===== src/rtl/cfg_sync_pkg.sv =====
package cfg_sync_pkg;
   typedef enum logic [2:0] {
      CLS_PAD   = 3'd0,
      CLS_BW1   = 3'd1,
      CLS_BW2   = 3'd2,
      CLS_SYNC  = 3'd3,
      CLS_OTHER = 3'd4
   } word_cls_e;
endpackage


===== src/rtl/cfg_byte_rev.sv =====
module cfg_byte_rev #(
   parameter int BYTE_W  = 8,
   parameter int N_BYTES = 4,
   localparam int W = BYTE_W * N_BYTES
) (
   input  logic [W-1:0] din,
   output logic [W-1:0] dout
);
   for (genvar i = 0; i < N_BYTES; i++) begin : g_lane
      assign dout[i*BYTE_W +: BYTE_W] = din[(N_BYTES-1-i)*BYTE_W +: BYTE_W];
   end
endmodule


===== src/rtl/cfg_word_class.sv =====
module cfg_word_class
   import cfg_sync_pkg::*;
#(
   parameter int BYTE_W  = 8,
   parameter int N_BYTES = 4,
   localparam int W = BYTE_W * N_BYTES,
   parameter logic [W-1:0] PAD_PAT  = 32'hFFFF_FFFF,
   parameter logic [W-1:0] BW1_PAT  = 32'h0000_00BB,
   parameter logic [W-1:0] BW2_PAT  = 32'h1122_0044,
   parameter logic [W-1:0] SYNC_PAT = 32'hAA99_5566
) (
   input  logic [W-1:0] word,
   output logic         hit_rev,
   output logic         hit_sync,
   output word_cls_e    cls
);
   logic [W-1:0] bw1_rev_pat;

   cfg_byte_rev #(.BYTE_W(BYTE_W), .N_BYTES(N_BYTES)) u_mark_rev (
      .din(BW1_PAT), .dout(bw1_rev_pat));

   assign hit_rev  = (word == bw1_rev_pat);
   assign hit_sync = (word == SYNC_PAT);

   always_comb begin
      if (word == PAD_PAT)                cls = CLS_PAD;
      else if (word == BW1_PAT || hit_rev) cls = CLS_BW1;
      else if (word == BW2_PAT)           cls = CLS_BW2;
      else if (hit_sync)                  cls = CLS_SYNC;
      else                                cls = CLS_OTHER;
   end
endmodule


===== src/rtl/cfg_sync_state.sv =====
module cfg_sync_state
   import cfg_sync_pkg::*;
#(
   parameter bit ALLOW_SWAP = 1'b1
) (
   input  logic      clk,
   input  logic      rst,
   input  logic      take,
   input  logic      hit_rev,
   input  logic      hit_sync,
   input  word_cls_e cls,
   output logic      synced,
   output logic      swapped,
   output logic      err,
   output logic      cls_v,
   output word_cls_e cls_q
);
   always_ff @(posedge clk) begin
      if (rst) begin
         synced  <= 1'b0;
         swapped <= 1'b0;
         err     <= 1'b0;
         cls_v   <= 1'b0;
         cls_q   <= CLS_PAD;
      end else begin
         cls_v <= take;
         if (take) begin
            cls_q <= cls;
            if (hit_sync) synced <= 1'b1;
            if (hit_rev) begin
               if (ALLOW_SWAP && !swapped) swapped <= 1'b1;
               else                        err     <= 1'b1;
            end
         end
      end
   end
endmodule


===== src/rtl/cfg_sync_align.sv =====
module cfg_sync_align
   import cfg_sync_pkg::*;
#(
   parameter int BYTE_W     = 8,
   parameter int N_BYTES    = 4,
   parameter bit ALLOW_SWAP = 1'b1,
   localparam int W = BYTE_W * N_BYTES,
   parameter logic [W-1:0] PAD_PAT  = 32'hFFFF_FFFF,
   parameter logic [W-1:0] BW1_PAT  = 32'h0000_00BB,
   parameter logic [W-1:0] BW2_PAT  = 32'h1122_0044,
   parameter logic [W-1:0] SYNC_PAT = 32'hAA99_5566
) (
   input  logic         clk,
   input  logic         rst,
   input  logic         in_valid,
   output logic         in_ready,
   input  logic [W-1:0] in_data,
   output logic         out_valid,
   input  logic         out_ready,
   output logic [W-1:0] out_data,
   output logic         synced,
   output logic         byte_swapped,
   output logic         order_err,
   output logic         cls_valid,
   output logic [2:0]   cls_code
);
   if (BYTE_W < 1 || N_BYTES < 2) begin : g_bad_cfg
      $error("cfg_sync_align: need BYTE_W >= 1 and N_BYTES >= 2");
   end

   logic [W-1:0] fixed_word;
   logic         hit_rev, hit_sync, take;
   word_cls_e    cls_now, cls_reg;

   if (ALLOW_SWAP) begin : g_swap
      logic [W-1:0] rev_word;
      cfg_byte_rev #(.BYTE_W(BYTE_W), .N_BYTES(N_BYTES)) u_rev (
         .din(in_data), .dout(rev_word));
      assign fixed_word = byte_swapped ? rev_word : in_data;
   end else begin : g_noswap
      assign fixed_word = in_data;
   end

   cfg_word_class #(
      .BYTE_W(BYTE_W), .N_BYTES(N_BYTES),
      .PAD_PAT(PAD_PAT), .BW1_PAT(BW1_PAT),
      .BW2_PAT(BW2_PAT), .SYNC_PAT(SYNC_PAT)
   ) u_class (
      .word(fixed_word), .hit_rev(hit_rev), .hit_sync(hit_sync), .cls(cls_now));

   assign take = in_valid && !synced;

   cfg_sync_state #(.ALLOW_SWAP(ALLOW_SWAP)) u_state (
      .clk(clk), .rst(rst), .take(take),
      .hit_rev(hit_rev), .hit_sync(hit_sync), .cls(cls_now),
      .synced(synced), .swapped(byte_swapped), .err(order_err),
      .cls_v(cls_valid), .cls_q(cls_reg));

   assign cls_code  = cls_reg;
   assign in_ready  = synced ? out_ready : 1'b1;
   assign out_valid = synced && in_valid;
   assign out_data  = fixed_word;
endmodule


===== config.mk =====
export PLATFORM = sky130hd
export DESIGN_NAME = cfg_sync_align
export DESIGN_NICKNAME = d
export VERILOG_FILES = /design/src/rtl/cfg_sync_pkg.sv /design/src/rtl/cfg_byte_rev.sv /design/src/rtl/cfg_word_class.sv /design/src/rtl/cfg_sync_state.sv /design/src/rtl/cfg_sync_align.sv
export SDC_FILE = /design/constraint.sdc
export NUM_CORES = 1
export LEC_CHECK = 0
export BUFFER_PORTS_ARGS = -buffer_cell sky130_fd_sc_hd__buf_2
export CAP_MARGIN = 10
export CORE_MARGIN = 4
export CORE_UTILIZATION = 43
export CTS_CLUSTER_SIZE = 25
export DETAILED_ROUTE_END_ITERATION = 7
export PLACE_DENSITY = 0.81
export SLEW_MARGIN = 20
export SYNTH_ARGS = -nofsm -noshare
export SYNTH_HDL_FRONTEND = slang
export SYNTH_SLANG_ARGS = --single-unit

===== constraint.sdc =====
create_clock -name clk -period 2.55 [get_ports clk]
set_clock_uncertainty 0.15 [all_clocks]
set_input_delay 0.51 -clock clk [delete_from_list [all_inputs] [get_ports clk]]
set_output_delay 0.51 -clock clk [all_outputs]
set_load 0.01 [all_outputs]

==> impl_summary.txt, run 1 <==
----------------------------------------------------
[Floorplanning]
  Ports placed on the boundary ... between 70 and 80
  Area of the die ... 3660 sq um
  Number of core rows ... 18
  Core Footprint ... between 2000 and 3000 sq um
  Die width ... 60.5 um
  Initial Utilization ... 0.466
  Y dimension of the die ... ~61 um

[Power]
  Power per cell area ... about 230 nW/um^2
  Leakage ... 0.735 nW
  IR drop worst, VDD ... between 0.2 and 0.25 mV

[Hold path]
  Hold depth ... 2
  Terminating pin of the worst hold path ... u_state.err$_SDFFE_PP0P_
  Path type of the worst min-delay path ... flip-flop to flip-flop
  Launch point of the worst hold path ... u_state.err$_SDFFE_PP0P_

[GRT]
  Overall track demand over capacity in global routing ... 0.216
  Maximum number of pins on one net before global-route repair ... 34
  Wire length of the first global-routing pass ... about 6200 um
  Antenna violations before repair ... 0
  Number of global-route vias before repair ... around 1400
  Global route overflow ... 0

[STA]
  Tcrit/Tclk final ... 0.940
  Total of endpoints with negative setup slack in the final report ... 0
  Worst slew pin tran ... approximately 360 ps
  Total negative slack ... 0 ps
  Setup repair after global routing missed its margin ... no
  Final worst hold slack ... 335 ps
  Relative max-transition margin ... 0.760
  Slew Limit Fails ... 0
  Final critical path time including I/O delays and setup ... approximately 2400 ps
  Final hold violations ... 0
  Fmax achieved ... ~0.42 GHz

[Yosys]
  Syn Inst Count ... 153
  Number of synthesis warnings ... 0
  Cell accounting for the most synthesized area ... sky130_fd_sc_hd__mux2_2
  Post-synth top area share ... 0.256
  Predominant post-synthesis flop cell ... sky130_fd_sc_hd__dfxtp_1
  Most common cell in the netlist ... sky130_fd_sc_hd__mux2_2
  Synth async-reset ratio ... 0
  Seq/Total Area, Yosys ... 0.118
  Commonest cells in the netlist ... sky130_fd_sc_hd__mux2_2, sky130_fd_sc_hd__nor4_1, sky130_fd_sc_hd__nor2_1, sky130_fd_sc_hd__inv_1, sky130_fd_sc_hd__nor3_1
  Biggest area contributors in the synthesized netlist ... sky130_fd_sc_hd__mux2_2, sky130_fd_sc_hd__dfxtp_1, sky130_fd_sc_hd__nor4_1
  Post-synth EDFFs ... 0
  Synthesized Nets ... between 150 and 200
  Syn Std Cell Area ... 1190 sq um
  Number of synthesized register bits ... 7
  Avg Synthesized Cell Area ... about 7.8 sq um
  Cell variety after synth ... 39

[Placed design]
  Detailed Place HPWL ... 3160 um
  Routability cong. ... slightly above 0.9
  Port Buf Inserts ... 76
  Placed cells ... 262

[Setup path]
  Critical-path maximum fanout ... 2
  Endpoint of the lowest-slack register-to-register path ... u_state.cls_q[1]$_SDFFE_PP0P_
  Reg2Reg Setup Slack ... about 160 ps
  Reg-to-Reg Start ... u_state.swapped$_SDFFE_PP0P_
  Worst Setup End Kind ... flip-flop
  Critical path launch point ... in_data[23]
  Critical path class ... primary input to flip-flop
  Number of cells traversed by the worst register-to-register path ... 6
  Data required, critical path ... between 2000 and 3000 ps
  Startpoint Class ... primary input
  Arrival @ worst endpoint ... between 2000 and 2500 ps

[CTS]
  Clock latency at the later pin of the worst-skew pair ... between 200 and 300 ps
  CTS Root Cell ... sky130_fd_sc_hd__clkbuf_4
  Level count of the clock H-tree ... 1
  Post-CTS setup buffer count ... 0
  Sink Count ... 7
  Count of cells resized by post-cts repair ... 0
  Max Root-Sink Buffers ... 2
  Clock transition at the register clock pins on the worst setup and hold paths after CTS ... roughly 50 ps
  Hold buffers post-CTS ... 0
  CTS tree ... built
  CTS buffer count ... 3

[Routing]
  Via total after detailed routing ... 1537
  Number of remaining DRC errors ... 0
  Routed length per placed instance ... between 10 and 15 um
  Antenna-violating nets left ... 0
  Final routed wirelength across all metal layers ... around 3900 um
  Number of violations reported at the end of detailed-routing iteration 0 ... just over 50
  1st-pass router iterations ... 4
  Vias per std cell ... roughly 5.8

[Layout]
  Layout Cells excl Fill ... about 270
  Share of cells above drive strength 1 ... 0.513
  Nets@finish ... around 270
  Antenna diode count ... 0
  Core utilization of the finished layout ... 0.669
  Area growth from synthesis to layout ... 43.5%
  Filler cell count in the final layout ... between 200 and 250

[Outcome]
  Result of the run ... complete, no violations

[Run]
  Number of max-capacitance violations reported ... 0

----------------------------------------------------
==> flip-flops by register name (all words and copies together), names as in the netlist <==
register and cells:
u_state.cls_v 1, u_state.cls_q 3, u_state.synced 1, u_state.err 1, u_state.swapped 1
==> cell usage in the layout, fill, tap and decap left out, types with 4 or more instances in the layout <==
cell                        n
sky130_fd_sc_hd__inv_1      8
sky130_fd_sc_hd__nand3b_1   7
sky130_fd_sc_hd__mux2i_1    6
sky130_fd_sc_hd__nor3_1     8
sky130_fd_sc_hd__mux2_2    27
sky130_fd_sc_hd__nand3_1    7
sky130_fd_sc_hd__dfxtp_1    6
sky130_fd_sc_hd__buf_4      9
sky130_fd_sc_hd__nand4_1    4
sky130_fd_sc_hd__nor4_1    11
sky130_fd_sc_hd__nor2_1     9
sky130_fd_sc_hd__buf_2     76
sky130_fd_sc_hd__nand2_1    6
==> through the flow <==
| stage | instance area, sq um | setup slack (ps) | power, mW |
|---|---|---|---|
| detailed placement | 1680 | -92.5 | 0.287 |
| floorplan | 1190 | 107 | 0.187 |
| CTS | 1700 | 172 | 0.390 |
| global placement | 1680 | -25.2 | 0.284 |
| finish | 1700 | 154 | 0.386 |
| global route | 1700 | 77.5 | 0.417 |
==> worst max-delay path: stages <==
cell                       delay, ps
sky130_fd_sc_hd__buf_2           110
sky130_fd_sc_hd__or4_1           530
sky130_fd_sc_hd__a211oi_2        310
sky130_fd_sc_hd__or3b_1          410
sky130_fd_sc_hd__a21o_1          180
sky130_fd_sc_hd__and3_4          180
sky130_fd_sc_hd__a22o_1          170
==> worst max-delay path by stage <==
stage	slack, ps	to	depth (start not counted)
floorplan	110	out_data[0]	5
global placement	-30	u_state.cls_q[1]$_SDFFE_PP0P_	7
detailed placement	-90	u_state.cls_q[1]$_SDFFE_PP0P_	7
CTS	170	u_state.cls_q[1]$_SDFFE_PP0P_	7
global route	80	u_state.cls_q[1]$_SDFFE_PP0P_	6
finish	150	u_state.cls_q[1]$_SDFFE_PP0P_	7
==> logic make-up after synthesis <==
family,Yosys count,share of synthesized area
AO/OA/AOI/OAI,22,0.138
AND/OR/NAND/NOR,75,0.380
buffers and inverters,16,0.0570
flip-flops,7,0.118
multiplexers,33,0.307
==> per-layer routing <==
metal  global-route usage  share of wire
met5                    0              0
met4               0.0433         0.0044
met3               0.0362          0.086
met2                0.380           0.49
met1                0.278           0.42
==> power breakdown <==
| part | internal [mW] | switching [mW] |
|---|---|---|
| registers | 0.112 | 0.00118 |
| clock network | 0.0596 | 0.0395 |
| logic | 0.0794 | 0.0937 |
| total | 0.251 | 0.134 |
==> area by class of cell <==
class                      instances  area, sq um  area share
multi-input combinational        130          978       0.575
timing repair buffer              87          488       0.287
sequential                         7          141      0.0831
tap                               30         37.5      0.0221
inverter                           8         30.0      0.0176
clock buffer                       4         26.3      0.0154
Note: power is estimated with default switching activity, not from simulation.
==> run 2, diff against run 1 <==
--- a/config.mk
+++ b/config.mk
@@ -5,13 +5,14 @@
 export SDC_FILE = /design/constraint.sdc
 export NUM_CORES = 1
 export LEC_CHECK = 0
+export ABC_AREA = 1
 export BUFFER_PORTS_ARGS = -buffer_cell sky130_fd_sc_hd__buf_2
 export CAP_MARGIN = 10
 export CORE_MARGIN = 4
-export CORE_UTILIZATION = 43
+export CORE_UTILIZATION = 48
 export CTS_CLUSTER_SIZE = 25
 export DETAILED_ROUTE_END_ITERATION = 7
-export PLACE_DENSITY = 0.81
+export PLACE_DENSITY = 0.82
 export SLEW_MARGIN = 20
 export SYNTH_ARGS = -nofsm -noshare
 export SYNTH_HDL_FRONTEND = slang
==> run 2 against run 1 <==
Non-clock buffer count is 8 lower. Sequential cell count is the same. Synthesized cell count grew 150%. Largest cell class unchanged. Highest routed layer unchanged. Final area increased by 19%. Hold slack got worse by 21 ps.
==> impl_summary.txt, run 2 <==
----------------------------------------------------
[Setup path]
  Critical-path maximum fanout ... 33 (was 2)
  CP max stage cell ... sky130_fd_sc_hd__dfxtp_2 (was sky130_fd_sc_hd__or4_1)
  Number of cells traversed by the worst register-to-register path ... 12 (was 6)
  Startpoint Class ... flip-flop (was primary input)
  Critical path cell sequence ... inv_2, buf_12, nand2_1, nand2_1, buf_2 (was buf_2, or4_1, a211oi_2, or3b_1, a21o_1, and3_4, a22o_1)
  Arrival @ worst endpoint ... 1430 ps (was 2390 ps)
  Largest stage delay, worst path ... 320 ps (was 530 ps)
  Worst Setup End Kind ... output pin (was flip-flop)
  Critical path class ... flip-flop to output pin (was primary input to flip-flop)
  Number of stages on the worst setup path ... 5 (was 7)
  Reg-to-Reg Start ... u_state.swapped$_SDFFE_PP0P_ (unchanged)
  Data required, critical path ... 1890 ps (was 2540 ps)
  Crit path buf inv count ... 3 (was 1)
  Kind of cell adding the most delay to the critical path ... buffers and inverters (was simple AND/OR/NAND/NOR gates)
  Critical path launch point ... u_state.swapped$_SDFFE_PP0P_ (was in_data[23])
  Cell seen most often among critical-path stages ... sky130_fd_sc_hd__nand2_1

[GRT]
  Maximum number of pins on one net before global-route repair ... 38 (was 34)
  Wire length of the first global-routing pass ... 8100 um (was 6230 um)
  Number of global-route vias before repair ... 2002 (was 1411)
  Overall track demand over capacity in global routing ... 0.227 (was 0.216)
  Antenna violations before repair ... 0 (unchanged)
  Global route overflow ... 0 (unchanged)

[STA]
  Final critical path time including I/O delays and setup ... 2090 ps (was 2400 ps)
  Relative max-transition margin ... 0.740 (was 0.760)
  Final worst hold slack ... 314 ps (was 335 ps)
  Tcrit/Tclk final ... 0.818 (was 0.940)
  Worst slew pin tran ... 385 ps (was 357 ps)
  Setup repair after global routing missed its margin ... no (unchanged)
  Worst path setup slack after routing ... 464 ps (was 154 ps)
  Final hold violations ... 0 (unchanged)
  Slew Limit Fails ... 0 (unchanged)
  Total of endpoints with negative setup slack in the final report ... 0 (unchanged)
  Fmax achieved ... 0.480 GHz (was 0.417 GHz)
  Total negative slack ... 0 ps (unchanged)

[Routing]
  Final routed wirelength across all metal layers ... 4960 um (was 3890 um)
  Vias per std cell ... 4.77 (was 5.78)
  Antenna-violating nets left ... 0 (unchanged)
  Routed length per placed instance ... 10.0 um (was 14.6 um)
  Via total after detailed routing ... 2366 (was 1537)
  Number of violations reported at the end of detailed-routing iteration 0 ... 122 (was 51)
  1st-pass router iterations ... 4 (unchanged)
  Number of remaining DRC errors ... 0 (unchanged)

[Hold path]
  Path type of the worst min-delay path ... flip-flop to flip-flop (unchanged)
  Hold depth ... 2 (unchanged)
  Launch point of the worst hold path ... u_state.cls_q[1]$_SDFFE_PP0P_ (was u_state.err$_SDFFE_PP0P_)

[Layout]
  Register with the highest flop count ... u_state.cls_q (unchanged)
  Area growth from synthesis to layout ... 24.3% (was 43.5%)
  Flip-flop count of the largest register after layout ... 3 (unchanged)
  Filler cell count in the final layout ... 351 (was 241)
  Antenna diode count ... 0 (unchanged)
  Nets@finish ... 489 (was 273)
  Sequential cell area ... 141 sq um (unchanged)
  Commonest cells after routing, fill and taps aside ... sky130_fd_sc_hd__nand2_1, sky130_fd_sc_hd__buf_2, sky130_fd_sc_hd__nor2_1 (was sky130_fd_sc_hd__buf_2, sky130_fd_sc_hd__mux2_2, sky130_fd_sc_hd__nor4_1)
  Most frequent standard cell in the layout excluding fill and tap cells ... sky130_fd_sc_hd__nand2_1 (was sky130_fd_sc_hd__buf_2)
  Share of cells above drive strength 1 ... 0.190 (was 0.513)
  Multi-input gate area in the final layout ... 1240 sq um (was 978 sq um)
  Core utilization of the finished layout ... 0.645 (was 0.669)

[Placed design]
  Detailed Place HPWL ... 4160 um (was 3160 um)
  Routability cong. ... 0.888 (was 0.908)
  Port Buf Inserts ... 76 (unchanged)
  Post-Place Setup Slack ... 568 ps (was -92.5 ps)

[Yosys]
  Synthesized Nets ... 417 (was 189)
  Predominant post-synthesis flop cell ... sky130_fd_sc_hd__dfxtp_1 (unchanged)
  Number of synthesized register bits ... 7 (unchanged)
  Syn Std Cell Area ... 1640 sq um (was 1190 sq um)
  Avg Synthesized Cell Area ... 4.29 sq um (was 7.75 sq um)
  Most common cell in the netlist ... sky130_fd_sc_hd__nand2_1 (was sky130_fd_sc_hd__mux2_2)
  Synth async-reset ratio ... 0 (unchanged)
  Syn Inst Count ... 381 (was 153)
  Number of synthesis warnings ... 0 (unchanged)
  Seq/Total Area, Yosys ... 0.0857 (was 0.118)
  Commonest cells in the netlist ... sky130_fd_sc_hd__nand2_1, sky130_fd_sc_hd__nor2_1, sky130_fd_sc_hd__inv_1, sky130_fd_sc_hd__dfxtp_1 (was sky130_fd_sc_hd__mux2_2, sky130_fd_sc_hd__nor4_1, sky130_fd_sc_hd__nor2_1, sky130_fd_sc_hd__inv_1, sky130_fd_sc_hd__nor3_1)
  Cell accounting for the most synthesized area ... sky130_fd_sc_hd__nand2_1 (was sky130_fd_sc_hd__mux2_2)
  Post-synth top area share ... 0.546 (was 0.256)
  Cell variety after synth ... 15 (was 39)
  Post-synth EDFFs ... 0 (unchanged)
  Biggest area contributors in the synthesized netlist ... sky130_fd_sc_hd__nand2_1, sky130_fd_sc_hd__nor2_1, sky130_fd_sc_hd__inv_1 (was sky130_fd_sc_hd__mux2_2, sky130_fd_sc_hd__dfxtp_1, sky130_fd_sc_hd__nor4_1)

[CTS]
  Max Root-Sink Buffers ... 2 (unchanged)
  Clock transition at the register clock pins on the worst setup and hold paths after CTS ... 50 ps (about the same)
  Post-CTS setup buffer count ... 0 (unchanged)
  CTS tree ... built (unchanged)
  CTS Root Cell ... sky130_fd_sc_hd__clkbuf_4 (unchanged)
  Count of cells resized by post-cts repair ... 0 (unchanged)
  Level count of the clock H-tree ... 1 (unchanged)
  Hold buffers post-CTS ... 0 (unchanged)
  Clock latency at the later pin of the worst-skew pair ... 250 ps (about the same)
  CTS buffer count ... 3 (unchanged)
  Sink Count ... 7 (unchanged)

[Outcome]
  Result of the run ... complete, no violations (unchanged)

[Floorplanning]
  Die width ... 66.4 um (was 60.5 um)
  Number of core rows ... 20 (was 18)
  Y dimension of the die ... 66.4 um (was 60.5 um)
  Initial Utilization ... 0.519 (was 0.466)
  Ports placed on the boundary ... 77 (unchanged)
  Core Footprint ... 3150 sq um (was 2540 sq um)
  Area of the die ... 4400 sq um (was 3660 sq um)

[Power]
  Power per cell area ... 202 nW/um^2 (was 227 nW/um^2)
  IR drop worst, VDD ... 0.108 mV (was 0.241 mV)
  Internal power ... 0.245 mW (was 0.251 mW)
  Share of total power in the clock network ... 0.240 (was 0.257)
  Share of power burned in registers ... 0.273 (was 0.294)
  Logic gate share of total power ... 0.487 (was 0.449)
  Net switching share of the total power ... 0.403 (was 0.348)
  Psw ... 0.166 mW (was 0.134 mW)
  Leakage ... 1.26 nW (was 0.735 nW)

[Run]
  Number of max-capacitance violations reported ... 0 (unchanged)

----------------------------------------------------
[run 2: cell types whose count changed in the layout (fill, tap and decap cells not counted), moves of 6 or more]
cell,delta
sky130_fd_sc_hd__nor2_1,+50
sky130_fd_sc_hd__nand3b_1,-7
sky130_fd_sc_hd__nor4_1,-11
sky130_fd_sc_hd__mux2i_1,-6
sky130_fd_sc_hd__mux2_2,-27
sky130_fd_sc_hd__buf_4,-7
sky130_fd_sc_hd__nor3_1,-8
sky130_fd_sc_hd__inv_1,+32
sky130_fd_sc_hd__nand2_1,+232
[run 2: area by class of cell]
| type | instances | area share |
|---|---|---|
| clock buffer | 4 | 0.0129 |
| inverter | 41 | 0.0757 |
| multi-input combinational | 321 | 0.610 |
| sequential | 7 | 0.0695 |
| tap | 44 | 0.0271 |
| timing repair buffer | 79 | 0.204 |
[run 2: cell families (layout without fill, tap and decap cells)]
logic type / after synthesis / after routing / share of synthesized area
AOI/OAI and AO/OA: 14 / 14 / 0.0428
buffers and inverters: 53 / 124 / 0.155
DFF: 7 / 7 / 0.0857
and+or+nand+nor: 307 / 307 / 0.716
[run 2: tightest hold or removal path, cell delays in order (launching register included)]
cell                      delay [ps]
sky130_fd_sc_hd__dfxtp_1         300
sky130_fd_sc_hd__nand2_1          60
sky130_fd_sc_hd__a21oi_1          50
[run 2: power groups by stage]
stage          registers, mW  logic [mW]  clock network, mW
2_1_floorplan          0.115       0.110                  0
3_3_place_gp           0.114       0.196                  0
3_5_place_dp           0.114       0.199                  0
4_1_cts                0.112       0.200              0.102
5_1_grt                0.112       0.227              0.115
6_report               0.112       0.200             0.0985
[run 2: final timing paths]
path	end	slack, ps
setup / recovery	out_data[26]	460
hold / removal	u_state.cls_q[1]$_SDFFE_PP0P_	310
setup reg to reg	u_state.cls_q[1]$_SDFFE_PP0P_	550
hold reg to reg	u_state.cls_q[1]$_SDFFE_PP0P_	310
[run 2: metrics by stage]
step | power (mW) | instance area (sq um) | cells
2_1_floorplan | 0.225 | 1640 | 381
3_3_place_gp | 0.310 | 2010 | 492
3_5_place_dp | 0.313 | 2010 | 492
4_1_cts | 0.414 | 2030 | 496
5_1_grt | 0.454 | 2030 | 496
6_report | 0.411 | 2030 | 496
[run 2: per-layer routing]
layer / share of wire / track usage / up-vias
met2: 0.49 / 0.405 / 97
met3: 0.10 / 0.0374 / 3
met1: 0.41 / 0.281 / 1003
li1: - / - / 1263
met5: 0 / 0 / -
met4: 0.0063 / 0.0508 / 0
